**config.mk**
```make
export PLATFORM = sky130hd
export DESIGN_NAME = dlyaddr_gen
export DESIGN_NICKNAME = d
export VERILOG_FILES = /design/src/rtl/dlyaddr_pkg.sv /design/src/rtl/dlyaddr_base_tbl.sv /design/src/rtl/dlyaddr_regs.sv /design/src/rtl/dlyaddr_calc.sv /design/src/rtl/dlyaddr_rdback.sv /design/src/rtl/dlyaddr_gen.sv
export SDC_FILE = /design/constraint.sdc
export NUM_CORES = 1
export LEC_CHECK = 0
export BUFFER_PORTS_ARGS = -buffer_cell sky130_fd_sc_hd__buf_2
export CAP_MARGIN = 10
export CORE_MARGIN = 2
export CORE_UTILIZATION = 65
export CTS_CLUSTER_SIZE = 16
export DETAILED_ROUTE_END_ITERATION = 12
export PLACE_DENSITY_LB_ADDON = 0.12
export SLEW_MARGIN = 10
export SYNTH_ARGS = -nofsm -noshare
export SYNTH_HDL_FRONTEND = slang
export SYNTH_SLANG_ARGS = --single-unit
```
**constraint.sdc**
```tcl
create_clock -name clk -period 12.8 [get_ports clk]
set_input_delay 2.56 -clock clk [delete_from_list [all_inputs] [get_ports clk]]
set_output_delay 2.56 -clock clk [all_outputs]
set_load 0.01 [all_outputs]
```
**src/rtl/dlyaddr_pkg.sv**
```systemverilog
package dlyaddr_pkg;

   // per-step memory operation flags
   typedef struct packed {
      logic table_mode;
      logic mod_add;
      logic bump;
      logic rd;
      logic wr;
   } mem_op_t;

endpackage

```
**src/rtl/dlyaddr_base_tbl.sv**
```systemverilog
module dlyaddr_base_tbl #(
   parameter int DEPTH = 32,
   parameter int W     = 16,
   localparam int IDX_W = $clog2(DEPTH)
) (
   input  logic             clk,
   input  logic             rst_n,
   input  logic             we,
   input  logic [IDX_W-1:0] widx,
   input  logic [W-1:0]     wdata,
   input  logic [IDX_W-1:0] ridx,
   output logic [W-1:0]     rdata
);

   logic [W-1:0] ent [DEPTH];

   for (genvar i = 0; i < DEPTH; i++) begin : g_ent
      always_ff @(posedge clk or negedge rst_n) begin
         if (!rst_n)
            ent[i] <= '0;
         else if (we && (widx == IDX_W'(i)))
            ent[i] <= wdata;
      end
   end

   assign rdata = ent[ridx];

endmodule

```
**src/rtl/dlyaddr_regs.sv**
```systemverilog
module dlyaddr_regs #(
   parameter int BASE_W        = 16,
   parameter int MOD_W         = 12,
   parameter int DATA_W        = 24,
   parameter int IN_SHIFT      = 16,
   parameter int RING_CODE_W   = 2,
   parameter int RING_RST_CODE = 2,
   localparam int IN_HI_W      = DATA_W - IN_SHIFT
) (
   input  logic                   clk,
   input  logic                   rst_n,
   input  logic                   frame_tick,
   input  logic                   ring_we,
   input  logic [RING_CODE_W-1:0] ring_code_in,
   input  logic                   adr_load,
   input  logic                   shift3,
   input  logic [DATA_W-1:0]      sh_val,
   input  logic [DATA_W-1:0]      in_bus,
   output logic [BASE_W-1:0]      frame_off,
   output logic [MOD_W-1:0]       mod_reg,
   output logic [RING_CODE_W-1:0] ring_code
);

   if (IN_HI_W > MOD_W) begin : g_bad_in
      $error("modulation register narrower than input slice");
   end
   if (MOD_W > DATA_W) begin : g_bad_mod
      $error("modulation register wider than data path");
   end

   logic [MOD_W-1:0] in_ext;
   assign in_ext = MOD_W'($signed(in_bus[DATA_W-1 -: IN_HI_W]));

   always_ff @(posedge clk or negedge rst_n) begin
      if (!rst_n) begin
         frame_off <= '0;
         mod_reg   <= '0;
         ring_code <= RING_CODE_W'(RING_RST_CODE);
      end else begin
         if (frame_tick)
            frame_off <= frame_off - BASE_W'(1);
         if (ring_we)
            ring_code <= ring_code_in;
         if (adr_load)
            mod_reg <= shift3 ? sh_val[DATA_W-1 -: MOD_W] : in_ext;
      end
   end

   AST_OFF_STEP: assert property (@(posedge clk) disable iff (!rst_n)
      frame_tick |=> frame_off == $past(frame_off) - BASE_W'(1));
   AST_OFF_HOLD: assert property (@(posedge clk) disable iff (!rst_n)
      !frame_tick |=> $stable(frame_off));
   AST_MOD_SHIFT3: assert property (@(posedge clk) disable iff (!rst_n)
      adr_load && shift3 |=> mod_reg == $past(sh_val[DATA_W-1 -: MOD_W]));

endmodule

```
**src/rtl/dlyaddr_calc.sv**
```systemverilog
module dlyaddr_calc
   import dlyaddr_pkg::*;
#(
   parameter int BASE_W        = 16,
   parameter int MOD_W         = 12,
   parameter int RING_CODE_W   = 2,
   parameter int RING_MIN_LOG2 = 13,
   parameter int BANK_W        = 8,
   parameter int BANK_SHIFT    = 12,
   localparam int ADDR_W       = BANK_W + BANK_SHIFT
) (
   input  mem_op_t                op,
   input  logic [BASE_W-1:0]      base,
   input  logic [BASE_W-1:0]      frame_off,
   input  logic [MOD_W-1:0]       mod_reg,
   input  logic [RING_CODE_W-1:0] ring_code,
   input  logic [BANK_W-1:0]      bank,
   output logic [ADDR_W-1:0]      addr
);

   if (ADDR_W < BASE_W) begin : g_bad_addr
      $error("address narrower than ring sum");
   end
   if (MOD_W > BASE_W) begin : g_bad_mod
      $error("modulation wider than ring sum");
   end

   logic [BASE_W-1:0] sum;
   logic [BASE_W-1:0] mask;

   always_comb begin
      sum = base
          + (op.table_mode ? '0 : frame_off)
          + (op.mod_add    ? BASE_W'(mod_reg) : '0)
          + (op.bump       ? BASE_W'(1) : '0);
   end

   // ring mask, one bit per address position; table mode opens every bit
   for (genvar i = 0; i < BASE_W; i++) begin : g_mask
      if (i < RING_MIN_LOG2) begin : g_always
         assign mask[i] = 1'b1;
      end else begin : g_sized
         assign mask[i] = op.table_mode |
                          ((RING_MIN_LOG2 + int'(ring_code)) > i);
      end
   end

   assign addr = ADDR_W'(sum & mask) + (ADDR_W'(bank) << BANK_SHIFT);

endmodule

```
**src/rtl/dlyaddr_rdback.sv**
```systemverilog
module dlyaddr_rdback #(
   parameter int MEM_W  = 16,
   parameter int DATA_W = 24,
   parameter int RB_W   = 5
) (
   input  logic              clk,
   input  logic              rst_n,
   input  logic              rd_issued,
   input  logic [MEM_W-1:0]  mem_rdata,
   input  logic              step_valid,
   input  logic              iwt,
   input  logic [RB_W-1:0]   iwa,
   input  logic [RB_W:0]     ira,
   output logic              rb_we,
   output logic [RB_W-1:0]   rb_idx,
   output logic [DATA_W-1:0] rb_data,
   output logic              fwd_hit
);

   if (DATA_W < MEM_W) begin : g_bad_w
      $error("data path narrower than memory word");
   end

   logic             rd_pend;
   logic [MEM_W-1:0] held;

   always_ff @(posedge clk or negedge rst_n) begin
      if (!rst_n) begin
         rd_pend <= 1'b0;
         held    <= '0;
      end else begin
         rd_pend <= rd_issued;
         if (rd_pend)
            held <= mem_rdata;
      end
   end

   assign rb_we   = step_valid & iwt;
   assign rb_idx  = iwa;
   assign rb_data = {held, {(DATA_W-MEM_W){1'b0}}};
   assign fwd_hit = rb_we & ~ira[RB_W] & (ira[RB_W-1:0] == iwa);

   AST_CAPTURE: assert property (@(posedge clk) disable iff (!rst_n)
      rd_pend |=> rb_data[DATA_W-1 -: MEM_W] == $past(mem_rdata));
   AST_HOLD: assert property (@(posedge clk) disable iff (!rst_n)
      !rd_pend |=> $stable(rb_data));
   AST_FWD_NEEDS_WE: assert property (@(posedge clk) disable iff (!rst_n)
      fwd_hit |-> rb_we);

endmodule

```
**src/rtl/dlyaddr_gen.sv**
```systemverilog
module dlyaddr_gen
   import dlyaddr_pkg::*;
#(
   parameter int TBL_DEPTH     = 32,
   parameter int BASE_W        = 16,
   parameter int MOD_W         = 12,
   parameter int DATA_W        = 24,
   parameter int MEM_W         = 16,
   parameter int IN_SHIFT      = 16,
   parameter int RING_CODE_W   = 2,
   parameter int RING_MIN_LOG2 = 13,
   parameter int RING_RST_CODE = 2,
   parameter int BANK_W        = 8,
   parameter int BANK_SHIFT    = 12,
   parameter int STEP_W        = 7,
   parameter int RB_W          = 5,
   localparam int SEL_W        = $clog2(TBL_DEPTH),
   localparam int ADDR_W       = BANK_W + BANK_SHIFT
) (
   input  logic                   clk,
   input  logic                   rst_n,
   input  logic                   base_we,
   input  logic [SEL_W-1:0]       base_idx,
   input  logic [BASE_W-1:0]      base_data,
   input  logic                   ring_we,
   input  logic [RING_CODE_W-1:0] ring_code,
   input  logic [BANK_W-1:0]      bank,
   input  logic                   frame_tick,
   input  logic                   step_valid,
   input  logic [STEP_W-1:0]      step_idx,
   input  logic [SEL_W-1:0]       op_sel,
   input  logic                   op_table,
   input  logic                   op_mod,
   input  logic                   op_inc,
   input  logic                   op_rd,
   input  logic                   op_wr,
   input  logic                   op_adr_load,
   input  logic                   op_shift3,
   input  logic [DATA_W-1:0]      sh_val,
   input  logic [DATA_W-1:0]      in_bus,
   input  logic                   op_iwt,
   input  logic [RB_W-1:0]        op_iwa,
   input  logic [RB_W:0]          op_ira,
   input  logic [MEM_W-1:0]       mem_rdata,
   output logic [ADDR_W-1:0]      mem_addr,
   output logic                   mem_rd,
   output logic                   mem_wr,
   output logic [MEM_W-1:0]       mem_wdata,
   output logic                   rb_we,
   output logic [RB_W-1:0]        rb_idx,
   output logic [DATA_W-1:0]      rb_data,
   output logic                   fwd_hit,
   output logic                   err_rw
);

   if (TBL_DEPTH != (1 << SEL_W)) begin : g_bad_depth
      $error("table depth must be a power of two");
   end
   if (STEP_W < 1) begin : g_bad_step
      $error("step index needs at least one bit");
   end

   mem_op_t                op;
   logic [BASE_W-1:0]      base_q;
   logic [BASE_W-1:0]      frame_off;
   logic [MOD_W-1:0]       mod_reg;
   logic [RING_CODE_W-1:0] ring_cur;
   logic [ADDR_W-1:0]      addr_nx;
   logic                   odd_step;
   logic                   clash;

   assign op = '{table_mode: op_table, mod_add: op_mod, bump: op_inc,
                 rd: op_rd, wr: op_wr};

   dlyaddr_base_tbl #(.DEPTH(TBL_DEPTH), .W(BASE_W)) u_tbl (
      .clk   (clk),
      .rst_n (rst_n),
      .we    (base_we),
      .widx  (base_idx),
      .wdata (base_data),
      .ridx  (op_sel),
      .rdata (base_q)
   );

   dlyaddr_regs #(
      .BASE_W(BASE_W), .MOD_W(MOD_W), .DATA_W(DATA_W), .IN_SHIFT(IN_SHIFT),
      .RING_CODE_W(RING_CODE_W), .RING_RST_CODE(RING_RST_CODE)
   ) u_regs (
      .clk          (clk),
      .rst_n        (rst_n),
      .frame_tick   (frame_tick),
      .ring_we      (ring_we),
      .ring_code_in (ring_code),
      .adr_load     (step_valid & op_adr_load),
      .shift3       (op_shift3),
      .sh_val       (sh_val),
      .in_bus       (in_bus),
      .frame_off    (frame_off),
      .mod_reg      (mod_reg),
      .ring_code    (ring_cur)
   );

   dlyaddr_calc #(
      .BASE_W(BASE_W), .MOD_W(MOD_W), .RING_CODE_W(RING_CODE_W),
      .RING_MIN_LOG2(RING_MIN_LOG2), .BANK_W(BANK_W), .BANK_SHIFT(BANK_SHIFT)
   ) u_calc (
      .op        (op),
      .base      (base_q),
      .frame_off (frame_off),
      .mod_reg   (mod_reg),
      .ring_code (ring_cur),
      .bank      (bank),
      .addr      (addr_nx)
   );

   dlyaddr_rdback #(.MEM_W(MEM_W), .DATA_W(DATA_W), .RB_W(RB_W)) u_rdback (
      .clk        (clk),
      .rst_n      (rst_n),
      .rd_issued  (mem_rd),
      .mem_rdata  (mem_rdata),
      .step_valid (step_valid),
      .iwt        (op_iwt),
      .iwa        (op_iwa),
      .ira        (op_ira),
      .rb_we      (rb_we),
      .rb_idx     (rb_idx),
      .rb_data    (rb_data),
      .fwd_hit    (fwd_hit)
   );

   assign odd_step = step_valid & step_idx[0];
   assign clash    = step_valid & op_rd & op_wr;

   always_ff @(posedge clk or negedge rst_n) begin
      if (!rst_n) begin
         mem_addr  <= '0;
         mem_rd    <= 1'b0;
         mem_wr    <= 1'b0;
         mem_wdata <= '0;
         err_rw    <= 1'b0;
      end else begin
         mem_rd <= odd_step & op_rd & ~op_wr;
         mem_wr <= odd_step & op_wr & ~op_rd;
         err_rw <= clash;
         if (odd_step && (op_rd ^ op_wr)) begin
            mem_addr  <= addr_nx;
            mem_wdata <= sh_val[DATA_W-1 -: MEM_W];
         end
      end
   end

   AST_EVEN_QUIET: assert property (@(posedge clk) disable iff (!rst_n)
      step_valid && !step_idx[0] |=> !mem_rd && !mem_wr);
   AST_IDLE_QUIET: assert property (@(posedge clk) disable iff (!rst_n)
      !step_valid |=> !mem_rd && !mem_wr && !err_rw);
   AST_ONE_STROBE: assert property (@(posedge clk) disable iff (!rst_n)
      !(mem_rd && mem_wr));
   AST_CLASH_FLAG: assert property (@(posedge clk) disable iff (!rst_n)
      step_valid && op_rd && op_wr |=> err_rw && !mem_rd && !mem_wr);
   AST_RING_WRAP: assert property (@(posedge clk) disable iff (!rst_n)
      odd_step && !op_table && (op_rd ^ op_wr) && bank == '0 && !ring_we
      |=> (mem_addr >> (RING_MIN_LOG2 + int'(ring_cur))) == '0);

endmodule

```
# Word-level counts from Yosys, hierarchy flattened
# Index checks and enable logic that the tools add are counted.
# totals
ff_bits	598
output_inout_bits	70
word_cells	145
# op_classes
n_addsub	6
order_cmp	4
eq_ne	32
mux	7
bitwise	20
reduce_logical	34
# op_table
op	count
$gt 32x5->1 const B	3
$bmux 16 s5	1
$eq 5x5->1 const B	16
$add 16x16->16	3
$mux 16	3
$eq 5x4->1 const B	8
$logic_and 1x1->1	33
$mux 12	2
$add 20x20->20	1
$eq 5x3->1 const B	4
$and 16x16->16	1
$sub 16x1->16 const B	1
$and 1x1->1	11
$eq 5x2->1 const B	2
$ge 6x6->1 const B	1
$not 5->6	1
$add 4x2->5 const A	1
$eq 5x1->1 const B	1
$eq 5x5->1	1
$logic_not 5->1	1
$not 1->1	3
$or 1x1->1	3
$mux 1	1
$xor 1x1->1	1

# Logic depth before layout (Yosys ltp)
# depth
word_depth	9
mapped_depth	25

# Cells and area by module
# A second synthesis with hierarchy kept.
# unflattened
hier_cells	2176
area_unflattened_um2	29069.1
# modules_own_cells
module	instances	cells_per_inst	area_each_um2	seq_area_each_um2
dlyaddr_base_tbl	1	1731	23812.8	12812.3
dlyaddr_gen	1	86	1607.8	975.9
dlyaddr_calc	1	184	1461.4	0.0
dlyaddr_regs	1	117	1346.3	752.0
dlyaddr_rdback	1	58	840.8	425.4

# Worst setup path before layout
# No wires, ideal clock.
# synth_path
path_kind	input to register
from	in op_sel[0]
to	reg mem_addr[19]
setup_time_ns	0.133
t_arrival_ns	7.955
required_time_ns	12.667
path_slack_ns	4.712
stages	22
n_path_buf	3
cell_sequence	clkbuf_1 > clkbuf_1 > buf_1 > mux4_2 > mux4_2 > mux2i_1 > fa_1 > inv_1 > ha_1 > a21o_1 > a21o_1 > a31oi_1 > a21oi_1 > or4_4 > and2_4 > o41ai_2 > ha_1 > nor2b_1 > o21a_1 > nand3_1 > xor2_1 > o21ai_0
# synth_via
elab_chain_len	9
# synth_lines
element	line	source
from (decl)	dlyaddr_gen.sv:31	input logic [SEL_W-1:0] op_sel,
$not 5->6 (implied by the code)	dlyaddr_base_tbl.sv:26	assign rdata = ent[ridx];
$bmux 16 s5	dlyaddr_base_tbl.sv:26	
$mux 16 (implied by the code) (2 in series)	dlyaddr_base_tbl.sv:26	
$add 16x16->16	dlyaddr_calc.sv:33	+ (op.table_mode ? '0 : frame_off)
$add 16x16->16	dlyaddr_calc.sv:34	+ (op.mod_add ? BASE_W'(mod_reg) : '0)
$add 16x16->16	dlyaddr_calc.sv:35	+ (op.bump ? BASE_W'(1) : '0);
$and 16x16->16	dlyaddr_calc.sv:48	assign addr = ADDR_W'(sum & mask) + (ADDR_W'(bank) << BANK_SHIFT);
$add 20x20->20	dlyaddr_calc.sv:48	
to (signal assigned)	dlyaddr_gen.sv:146	mem_addr <= addr_nx;
to (decl)	dlyaddr_gen.sv:45	output logic [ADDR_W-1:0] mem_addr,
# No other way between the ends. The select of a mux whose other input is x is not followed.
# A chain may end at the register's enable or synchronous reset.

# Final worst setup path
# Same ends and word-level chain as after synthesis.

==> flow_metrics.tcl <==
set metrics [dict create \
    cts_resized 0 \
    slew_violations 0 \
    avgRoutedWirePerCell_um 24.3 \
    worstSetupStartpointType "input port" \
    synthXorXnorAreaFrac_pct 1.00 \
    grt_pass1_wl_um 98600 \
    grt_setup_unrepaired "false" \
    worstSetupEndpointType "flip-flop" \
    netlist_area_um2 28000 \
    core_area_um2 42800 \
    globalRouteOverflowTotal 0 \
    largest_reg_flops 512 \
    nNetsFinal 2171 \
    synth_top_family_by_area "multiplexers" \
    drt_wl_total_um 63200 \
    dieArea_um2 44800 \
    ys_top_cells_by_area "dfrtp_1 53%, mux2_2 20%, mux4_2 12%" \
    largest-register "u_tbl.ent" \
    setup-tns-final_ns 0 \
    crit_required_ns 13.27 \
    setup_ws_ns 4.27 \
    root_buffer "clkbuf_16" \
    synth-simple-area-share_pct 3.91 \
    p_per_area_nw_per_um2 172 \
    tightest_slew_ns 1.21 \
    clkLatencyLatePin_ns 0.61 \
    ant_nets 0 \
    ctsHoldBuffers 0 \
    synthAdderAreaFrac_pct 2.03 \
    period_needed_ns 8.53 \
    cts_sinks 598 \
    yosys.area.top_type "dfrtp_1" \
    hold_ws_ns 0.371 \
    status "complete, no violations" \
    routed_via_density 6.26 \
    yosysSeqAreaShare_pct 53.4 \
    finalPower_mw 5.37 \
    synth_top_area_share_pct 53.3 \
    synth_edf_count 0 \
    crit_type "in -> reg" \
    syn_inst 1893 \
    drc 0 \
    cp_slowest_cell "buf_4" \
    syn_area_per_cell_um2 14.8 \
    start_util_pct 65.5 \
    track_usage_pct 29.3 \
    cts_tree "done" \
    cp.arrival_ns 9.00 \
    muxShareOfSynthArea_pct 35.1 \
    portBuffers 163 \
    clk_path_buf_depth 3 \
    ys_seq_elements 598 \
    yosys_warnings 0 \
    path_clk_slew_ns 0.06 \
    place_congestion 0.838 \
    synth_cell_types 56 \
    setup-violations-final 0 \
    fin_worst_skew_ns 0.0108 \
    reg_top3 "u_tbl.ent x512, mem_addr x20" \
    post_cts_buffers 0 \
    ir_worst_vdd_mv 0.144 \
    final_cells 2595 \
    grt_pass1_vias 16984 \
    final_layout_size_suffix_gt1_share_pct 47.4 \
    dieWidth_um 212 \
    synth_compound_area_share_pct 1.77 \
    hold_violations 0 \
    synth-async-reset-ratio_pct 100 \
    drtPass1Iterations 5 \
    power_leakage_nw 14.5 \
    io_pins 202 \
    place_ws_ns 3.49 \
    drt-initial-drc-count 1086 \
    die_y_um 212 \
    critPathMaxStageDelay_ns 0.66 \
    vias 16255 \
    crit_fanout 65 \
    dp_hpwl_um 37600 \
    timing.fmax_mhz 117 \
    synth_ff_type "dfrtp_1" \
    grt_start_max_net_pins 179 \
    cap_violations 0 \
    numCtsBuffers 59 \
    hold_class "reg -> reg" \
    dp_cells 2487 \
    rows 76 \
    period_share_pct 66.7 \
    htreeDepth 2 \
    slew_headroom_pct 19.1 \
    crit_chain "clkbuf_8, buf_4, mux4_2, mux4_2, mux2i_1, fa_1, inv_1, ha_1, a21o_1, a21oi_1, a221o_1, a21oi_1, or4_4, and2_4, o41ai_2, ha_1, nor2b_1, o21a_1, nand3_1, xor2_1, o21ai_0" \
    area_growth_pct 11.4 \
    antenna_found_initial 3 \
]
[report_power, final]
| group | total (mW) | internal, mW | switching, mW | leakage [nW] |
|---|---|---|---|---|
| registers | 2.49 | 2.28 | 0.209 | 7.59 |
| clock network | 1.73 | 1.02 | 0.713 | 0.961 |
| logic | 1.14 | 0.634 | 0.509 | 5.92 |
| total | 5.37 | 3.94 | 1.43 | 14.5 |
[per-layer routing]
metal / up-vias / share of wire, % / global-route usage [%] / wire [um]
met5: - / 0 / 0 / 0
met2: 400 / 50 / 49.5 / 31600
met1: 8658 / 43 / 40.3 / 27200
met3: 106 / 4.5 / 4.14 / 2850
li1: 7091 / - / - / -
met4: 0 / 2.4 / 8.64 / 1500
[cells by family (layout without fill, tap and decap cells)]
family / count (synthesis) / after routing
multiplexers: 719 / 719
flip-flops: 598 / 598
AND/OR/NAND/NOR: 237 / 237
buffers and inverters: 188 / 335
AO/OA/AOI/OAI: 81 / 81
adder cells (fa/ha/maj): 37 / 37
XOR/XNOR: 32 / 32
other: 1 / 10
[cells in the mapped netlist, types with 2 or more instances]
cell and n:
nand3b_1 2, o31ai_1 3, mux2_1 31, mux2i_1 29
inv_1 30, dfrtp_1 597, a211oi_1 2, clkbuf_1 128
buf_2 3, nand2b_1 19, o21ai_0 20, mux4_2 153
mux2_2 503, buf_1 12, buf_4 13, nand2_1 115
nand4b_1 3, a21o_1 12, nor2b_1 12, xor2_1 16
and2_1 6, nor2_1 41, nand4_1 3, o21a_1 4
xnor2_1 16, nor3_1 17, nor3b_1 2, nand3_1 3
a31oi_1 2, ha_1 23, nor4_1 4, fa_1 14
a21oi_1 28, or3_1 3, mux4_1 3
[critical path, delay by kind of cell]
kind	cells	cell delay, ns
mux	3	1.59
compound gates	7	1.28
buf+inv	3	1.37
xor+xnor	1	0.14
simple gates	4	0.91
fa+ha+maj	3	1.09
[area by class of cell]
| class | count | area [um2] |
|---|---|---|
| clock buffers | 94 | 1810 |
| diodes | 2 | 5.00 |
| clock inverters | 12 | 138 |
| inverters | 30 | 113 |
| multi-input cells | 1114 | 12400 |
| well taps | 546 | 683 |
| fillers | 2772 | 11600 |
| repair buffers | 199 | 1130 |
| flip-flops and latches | 598 | 15000 |
[final timing paths]
path                              start                 to  slack, ns  cells after the start
setup reg to reg           u_tbl.ent[3]       mem_addr[19]       7.29                     19
setup / recovery              op_sel[0]       mem_addr[19]       4.27                     21
min in group asynchronous         rst_n  u_regs.mod_reg[9]       2.04                      1
max in group asynchronous         rst_n     u_tbl.ent[101]       8.25                      3
hold / removal                   mem_rd   u_rdback.rd_pend       0.37                      0
hold reg to reg                  mem_rd   u_rdback.rd_pend       0.37                      0
[placed cells by master, fill, tap and decap left out, types with 12 or more instances in the layout]
cell / count
nor3_1: 13
mux2_1: 31
mux2_2: 503
nor2_1: 29
clkbuf_8: 17
o21ai_0: 20
nor2_2: 12
clkbuf_16: 61
xor2_1: 16
nand2_1: 115
mux2i_1: 29
nand2b_1: 19
ha_1: 23
buf_2: 160
mux4_2: 153
xnor2_1: 16
inv_1: 30
a21o_1: 12
fa_1: 14
a21oi_1: 28
dfrtp_1: 597
buf_4: 35
clkbuf_1: 17
[per-stage QoR]
stage / util, % / instance area [um2]
after global routing: 73.0 / 31200
final: 73.0 / 31200
after floorplan: - / 28000
after CTS: 73.0 / 31200
after detailed placement: 68.4 / 29300
after global placement: 68.4 / 29300
(Power assumes the default switching activity.)
